## config.mk

```make
export PLATFORM = sky130hd
export DESIGN_NAME = serreg_loader
export DESIGN_NICKNAME = d
export VERILOG_FILES = /design/src/rtl/serreg_pkg.sv /design/src/rtl/serreg_sync.sv /design/src/rtl/serreg_shifter.sv /design/src/rtl/serreg_bank.sv /design/src/rtl/serreg_loader.sv
export SDC_FILE = /design/constraint.sdc
export NUM_CORES = 1
export LEC_CHECK = 0
export ABC_AREA = 1
export BUFFER_PORTS_ARGS = -buffer_cell sky130_fd_sc_hd__buf_2
export CORE_MARGIN = 2
export CORE_UTILIZATION = 57
export DETAILED_ROUTE_END_ITERATION = 16
export GPL_TIMING_DRIVEN = 0
export HOLD_SLACK_MARGIN = 0.15
export PLACE_DENSITY = 0.92
export REMOVE_ABC_BUFFERS = 1
export SLEW_MARGIN = 10
export SYNTH_ARGS = -nofsm -noshare
export SYNTH_HDL_FRONTEND = slang
export SYNTH_SLANG_ARGS = --single-unit
```

## constraint.sdc

```tcl
create_clock -name clk_i -period 3.7 [get_ports clk_i]
set_clock_uncertainty 0.2 [all_clocks]
set_input_delay 0.37 -clock clk_i [delete_from_list [all_inputs] [get_ports clk_i]]
set_output_delay 0.37 -clock clk_i [all_outputs]
set_load 0.05 [all_outputs]
```

## src/rtl/serreg_pkg.sv

```systemverilog
package serreg_pkg;
  localparam int unsigned WORD_W_DEF = 32;
  localparam int unsigned ADDR_W_DEF = 3;
  localparam int unsigned SYNC_N_DEF = 2;
  // index of each serial line inside the synchroniser vector
  localparam int unsigned LN_CLK = 0;
  localparam int unsigned LN_DAT = 1;
  localparam int unsigned LN_LE  = 2;
  localparam int unsigned LN_NUM = 3;
endpackage

```

## src/rtl/serreg_sync.sv

```systemverilog
module serreg_sync #(
  parameter int unsigned W      = 3,
  parameter int unsigned STAGES = 2
) (
  input  logic         clk_i,
  input  logic         rst_ni,
  input  logic [W-1:0] d_i,
  output logic [W-1:0] lvl_o,
  output logic [W-1:0] rise_o
);
  logic [W-1:0] stg_q [STAGES];
  logic [W-1:0] prev_q;

  generate
    for (genvar s = 0; s < STAGES; s++) begin : g_stage
      if (s == 0) begin : g_first
        always_ff @(posedge clk_i or negedge rst_ni) begin
          if (!rst_ni) stg_q[s] <= '0;
          else         stg_q[s] <= d_i;
        end
      end else begin : g_next
        always_ff @(posedge clk_i or negedge rst_ni) begin
          if (!rst_ni) stg_q[s] <= '0;
          else         stg_q[s] <= stg_q[s-1];
        end
      end
    end
  endgenerate

  always_ff @(posedge clk_i or negedge rst_ni) begin
    if (!rst_ni) prev_q <= '0;
    else         prev_q <= stg_q[STAGES-1];
  end

  assign lvl_o  = stg_q[STAGES-1];
  assign rise_o = stg_q[STAGES-1] & ~prev_q;
endmodule

```

## src/rtl/serreg_shifter.sv

```systemverilog
module serreg_shifter #(
  parameter int unsigned W = 32
) (
  input  logic         clk_i,
  input  logic         rst_ni,
  input  logic         bit_rise_i,
  input  logic         dat_i,
  input  logic         le_lvl_i,
  input  logic         le_rise_i,
  output logic [W-1:0] word_o,
  output logic         err_o
);
  localparam int unsigned CW = $clog2(W + 2);
  localparam logic [CW-1:0] CNT_FULL = CW'(W);
  localparam logic [CW-1:0] CNT_SAT  = '1;

  logic [W-1:0]  sh_q, sh_d;
  logic [CW-1:0] cnt_q, cnt_d;
  logic          err_q, err_d;
  logic          sh_en;

  assign sh_en = bit_rise_i & ~le_lvl_i & ~le_rise_i;

  always_comb begin
    sh_d  = sh_q;
    cnt_d = cnt_q;
    err_d = err_q;
    if (le_rise_i) begin
      cnt_d = '0;
      if (cnt_q != CNT_FULL) err_d = 1'b1;
    end else if (sh_en) begin
      sh_d = {sh_q[W-2:0], dat_i};
      if (cnt_q != CNT_SAT) cnt_d = cnt_q + 1'b1;
    end
  end

  always_ff @(posedge clk_i or negedge rst_ni) begin
    if (!rst_ni) begin
      sh_q  <= '0;
      cnt_q <= '0;
      err_q <= 1'b0;
    end else begin
      sh_q  <= sh_d;
      cnt_q <= cnt_d;
      err_q <= err_d;
    end
  end

  assign word_o = sh_q;
  assign err_o  = err_q;
endmodule

```

## src/rtl/serreg_bank.sv

```systemverilog
module serreg_bank #(
  parameter int unsigned W  = 32,
  parameter int unsigned AW = 3
) (
  input  logic                     clk_i,
  input  logic                     rst_ni,
  input  logic                     commit_i,
  input  logic [W-1:0]             word_i,
  output logic [(1<<AW)*W-1:0]     regs_o,
  output logic [(1<<AW)-1:0]       pulse_o
);
  localparam int unsigned NREG = 1 << AW;

  logic [AW-1:0]   addr;
  logic [NREG-1:0] sel;
  logic [NREG-1:0] pulse_q;

  assign addr = word_i[AW-1:0];

  generate
    for (genvar i = 0; i < NREG; i++) begin : g_reg
      logic [W-1:0] hold_q, hold_d;
      assign sel[i] = commit_i && (addr == AW'(i));
      always_comb begin
        hold_d = hold_q;
        if (sel[i]) hold_d = word_i;
      end
      always_ff @(posedge clk_i or negedge rst_ni) begin
        if (!rst_ni) hold_q <= '0;
        else         hold_q <= hold_d;
      end
      assign regs_o[i*W +: W] = hold_q;
    end
  endgenerate

  always_ff @(posedge clk_i or negedge rst_ni) begin
    if (!rst_ni) pulse_q <= '0;
    else         pulse_q <= sel;
  end

  assign pulse_o = pulse_q;
endmodule

```

## src/rtl/serreg_loader.sv

```systemverilog
module serreg_loader
  import serreg_pkg::*;
#(
  parameter int unsigned WORD_W = WORD_W_DEF,
  parameter int unsigned ADDR_W = ADDR_W_DEF,
  parameter int unsigned SYNC_N = SYNC_N_DEF
) (
  input  logic                          clk_i,
  input  logic                          rst_ni,
  input  logic                          sclk_i,
  input  logic                          sdat_i,
  input  logic                          sle_i,
  output logic [(1<<ADDR_W)*WORD_W-1:0] regs_o,
  output logic [(1<<ADDR_W)-1:0]        wr_pulse_o,
  output logic                          cnt_err_o
);
  logic [LN_NUM-1:0] raw, lvl, rise;
  logic [WORD_W-1:0] word;

  always_comb begin
    raw         = '0;
    raw[LN_CLK] = sclk_i;
    raw[LN_DAT] = sdat_i;
    raw[LN_LE]  = sle_i;
  end

  serreg_sync #(.W(LN_NUM), .STAGES(SYNC_N)) u_sync (
    .clk_i  (clk_i),
    .rst_ni (rst_ni),
    .d_i    (raw),
    .lvl_o  (lvl),
    .rise_o (rise)
  );

  serreg_shifter #(.W(WORD_W)) u_shift (
    .clk_i      (clk_i),
    .rst_ni     (rst_ni),
    .bit_rise_i (rise[LN_CLK]),
    .dat_i      (lvl[LN_DAT]),
    .le_lvl_i   (lvl[LN_LE]),
    .le_rise_i  (rise[LN_LE]),
    .word_o     (word),
    .err_o      (cnt_err_o)
  );

  serreg_bank #(.W(WORD_W), .AW(ADDR_W)) u_bank (
    .clk_i    (clk_i),
    .rst_ni   (rst_ni),
    .commit_i (rise[LN_LE]),
    .word_i   (word),
    .regs_o   (regs_o),
    .pulse_o  (wr_pulse_o)
  );
endmodule

```

==> impl_metrics.py <==
metrics = {
    "cells_and_area": {
        "area_growth_pct": 23.4,
        "regArea_um2": 7780,
        "drive_gt1_share_pct": 27.1,
        "multi_input_area_um2": 2800,
        "final_cell_area_um2": 13700,
        "n_antenna_cell": 0,
        "fin_nets": 1295,
        "instances_no_fill": 1573,
        "fillers": 1312,
    },
    "critical_path": {
        "cp_data_required_time_ns": 3.92,
        "critical-path-max-stage-delay_ns": 0.66,
        "endpoint_kind": "register",
        "cp-start-kind": "register",
        "critical_path.most_common_cell": "nand2_1",
        "cp_top_family": "simple AND/OR/NAND/NOR gates",
        "cp.arrival_ns": 2.72,
        "critPathMaxFanout": 21,
        "crit_chain": "inv_2 -> nand3b_1 -> buf_16 -> nor2_2 -> nor2_1 -> nand2_1 -> nand2_1",
        "crit_slowest_cell": "nand3b_1",
        "crit_buf_inv": 2,
        "crit_type": "register to register",
    },
    "outcome": {
        "run_status": "complete, no violations",
    },
    "place": {
        "place_inst": 1518,
        "dp_hpwl_um": 17900,
        "gp_congestion": 0.817,
        "dpl-instance-area_um2": 12700,
        "preCtsSetupSlack_ns": 1.23,
        "port_buffers": 269,
    },
    "clocking": {
        "cts-buffers-inserted": 29,
        "cts_resized": 0,
        "cts_max_path_buffers": 3,
        "clkSinkCount": 311,
        "h-tree-depth": 1,
        "cts_tree": "done",
        "clk_latency_ns": 0.54,
        "post_cts.repair.setup_buffers": 0,
        "clkTransAtPathRegs_ns": 0.06,
        "root_buffer": "clkbuf_16",
        "hold_buffers": 4,
    },
    "synth": {
        "ys.warnings.count": 0,
        "synthArstFlopShare_pct": 100,
        "synth.top_cell.area_share_pct": 70.1,
        "avgSynthCellArea_um2": 10.8,
        "ys_top_cells_by_count": "dfrtp_1, nand2_1, nor2_1",
        "syn_area_um2": 11100,
        "synth_most_common_cell": "dfrtp_1",
        "ys_ff_latch": 311,
        "synthFlopType": "dfrtp_1",
        "synth_area_leaders": "dfrtp_1, nand2_1, a21oi_1",
        "synth_cells": 1030,
        "yosysTopAreaCell": "dfrtp_1",
        "synth_cell_type_count": 28,
        "synth-edff-count": 0,
        "yosysSeqAreaShare_pct": 70.1,
    },
    "pwr": {
        "switching_share_pct": 43.9,
        "clkPwrFrac_pct": 24.7,
        "p_comb_share_pct": 37.7,
        "internal_power_mw": 6.90,
        "powerDensity_nw_per_um2": 899,
        "p_switching_mw": 5.41,
        "ir_drop_mv": 0.721,
        "power_frac_seq_pct": 37.6,
        "leakagePower_nw": 6.89,
    },
    "timing": {
        "setup_viol": 0,
        "drv_slew": 0,
        "min_period_ns": 2.50,
        "tns_ns": 0,
        "clock.fmax_ghz": 0.400,
        "post-route-period-util_pct": 67.5,
        "hold_viol": 0,
        "rsz0062_at_grt": "false",
        "hold_ws_ns": 0.152,
        "slew-limit-headroom_pct": 25.2,
        "tightest_slew_ns": 1.12,
        "fin_ws_ns": 1.20,
    },
    "global_routing": {
        "grtUsageMet2_pct": 44.7,
        "antenna_found_initial": 0,
        "top_usage_layer": "met2",
        "met3_usage_pct": 5.76,
        "grt_max_degree": 113,
        "gr-total-overflow": 0,
        "globalRouteMet1Util_pct": 34.3,
        "grt_first_pass_wirelength_um": 43400,
        "grt_pass1_vias": 8241,
        "grt_usage_pct": 26.7,
    },
    "floorplanning": {
        "fp.coreArea_um2": 19300,
        "die-area_um2": 20600,
        "die_x_um": 144,
        "die_h_um": 144,
        "initial_core_util_pct": 57.6,
        "rows": 51,
        "io_pins": 270,
    },
    "drt": {
        "drc_errors": 0,
        "vias_per_cell": 5.37,
        "dr_total_vias": 8443,
        "first_pass_iters": 5,
        "drt-total-wl_um": 27900,
        "ant_nets": 0,
        "drt_iter0_markers": 546,
        "wl_per_cell_um": 17.7,
    },
    "min_path": {
        "holdCritPathClass": "register to register",
    },
    "run": {
        "maxCapViolations": 0,
    },
}
## through the flow
stage,total power [mW],utilization (%)
finish,12.3,71.1
global route,12.8,71.1
CTS,12.3,71.1
detailed placement,9.28,65.8
global placement,9.10,64.6
floorplan,8.06,-
## layer usage
metal / wire (um) / share of wire, % / vias to the layer above
met5: 0 / 0 / -
met4: 861 / 3.1 / 0
met3: 2130 / 7.6 / 64
met2: 14000 / 50 / 380
met1: 10900 / 39 / 4162
li1: - / - / 3837
## final timing paths
kind,startpoint,endpoint,slack (ns),cells past startpoint
max,u_sync.lvl_o[2],u_shift.cnt_q[0],1.20,7
max reg2reg,u_sync.lvl_o[2],u_shift.cnt_q[0],1.20,7
min reg2reg,u_sync.stg_q[5],u_sync.lvl_o[2],0.15,0
min in group asynchronous,rst_ni,u_bank.g_reg[7].hold_q[19],0.30,2
min,u_sync.stg_q[5],u_sync.lvl_o[2],0.15,0
max in group asynchronous,rst_ni,u_bank.g_reg[2].hold_q[9],1.98,3
## kinds of logic (layout without fill, tap and decap cells)
group	after synthesis	after routing	synth area share, %
AND/OR/NAND/NOR	339	339	12.8
flip-flops	311	311	70.1
AO/OA/AOI/OAI	266	266	12.0
buffers and inverters	111	389	4.77
adder cells (fa/ha/maj)	2	2	0.225
XOR/XNOR	1	1	0.0789
## final cells by class
class                   instances  share of cell area (%)
clock buffers                  39                    5.79
clock inverters                12                    1.32
inverters                      56                    1.53
multi-input cells             608                    20.4
flip-flops and latches        311                    56.8
well taps                     265                    2.42
repair buffers                282                    11.7
## placed cells by master, fill, tap and decap left out, types with 3 or more instances in the layout
cell and instances:
dfrtp_1 311, inv_1 49, clkbuf_16 29, buf_12 4
o21ai_0 92, a21oi_1 117, nand3_1 5, clkbuf_8 3
buf_16 4, bufinv_16 4, o21ai_1 55, clkbuf_1 7
nand2_1 168, nor2_4 6, nand4_1 4, clkinv_4 3
nor2_1 134, inv_2 7, buf_2 268, or2_2 12
dlygate4sd3_1 4
## registers in the layout (all words and copies together) (netlist names)
signal and flops:
u_bank.g.hold_q 256, u_bank.pulse_o 8, u_shift.cnt_q 6, u_shift.err_o 1, u_shift.word_o 32, u_sync.lvl_o 3
u_sync.prev_q 2, u_sync.stg_q 3
## worst reg2reg max path: cells and delay by family, from the launching register on
kind	cells	cell delay, ns
buf+inv	2	0.54
simple gates	5	1.26
flops	1	0.39
## power by group through the flow
stage / Clock, mW / Combinational, mW / Sequential (mW)
3_5_place_dp: 0 / 4.63 / 4.65
4_1_cts: 3.07 / 4.65 / 4.62
5_1_grt: 3.21 / 4.86 / 4.70
2_1_floorplan: 0 / 0.761 / 7.30
3_3_place_gp: 0 / 4.49 / 4.61
6_report: 3.04 / 4.65 / 4.63
Power figures use the tool's default switching activity.
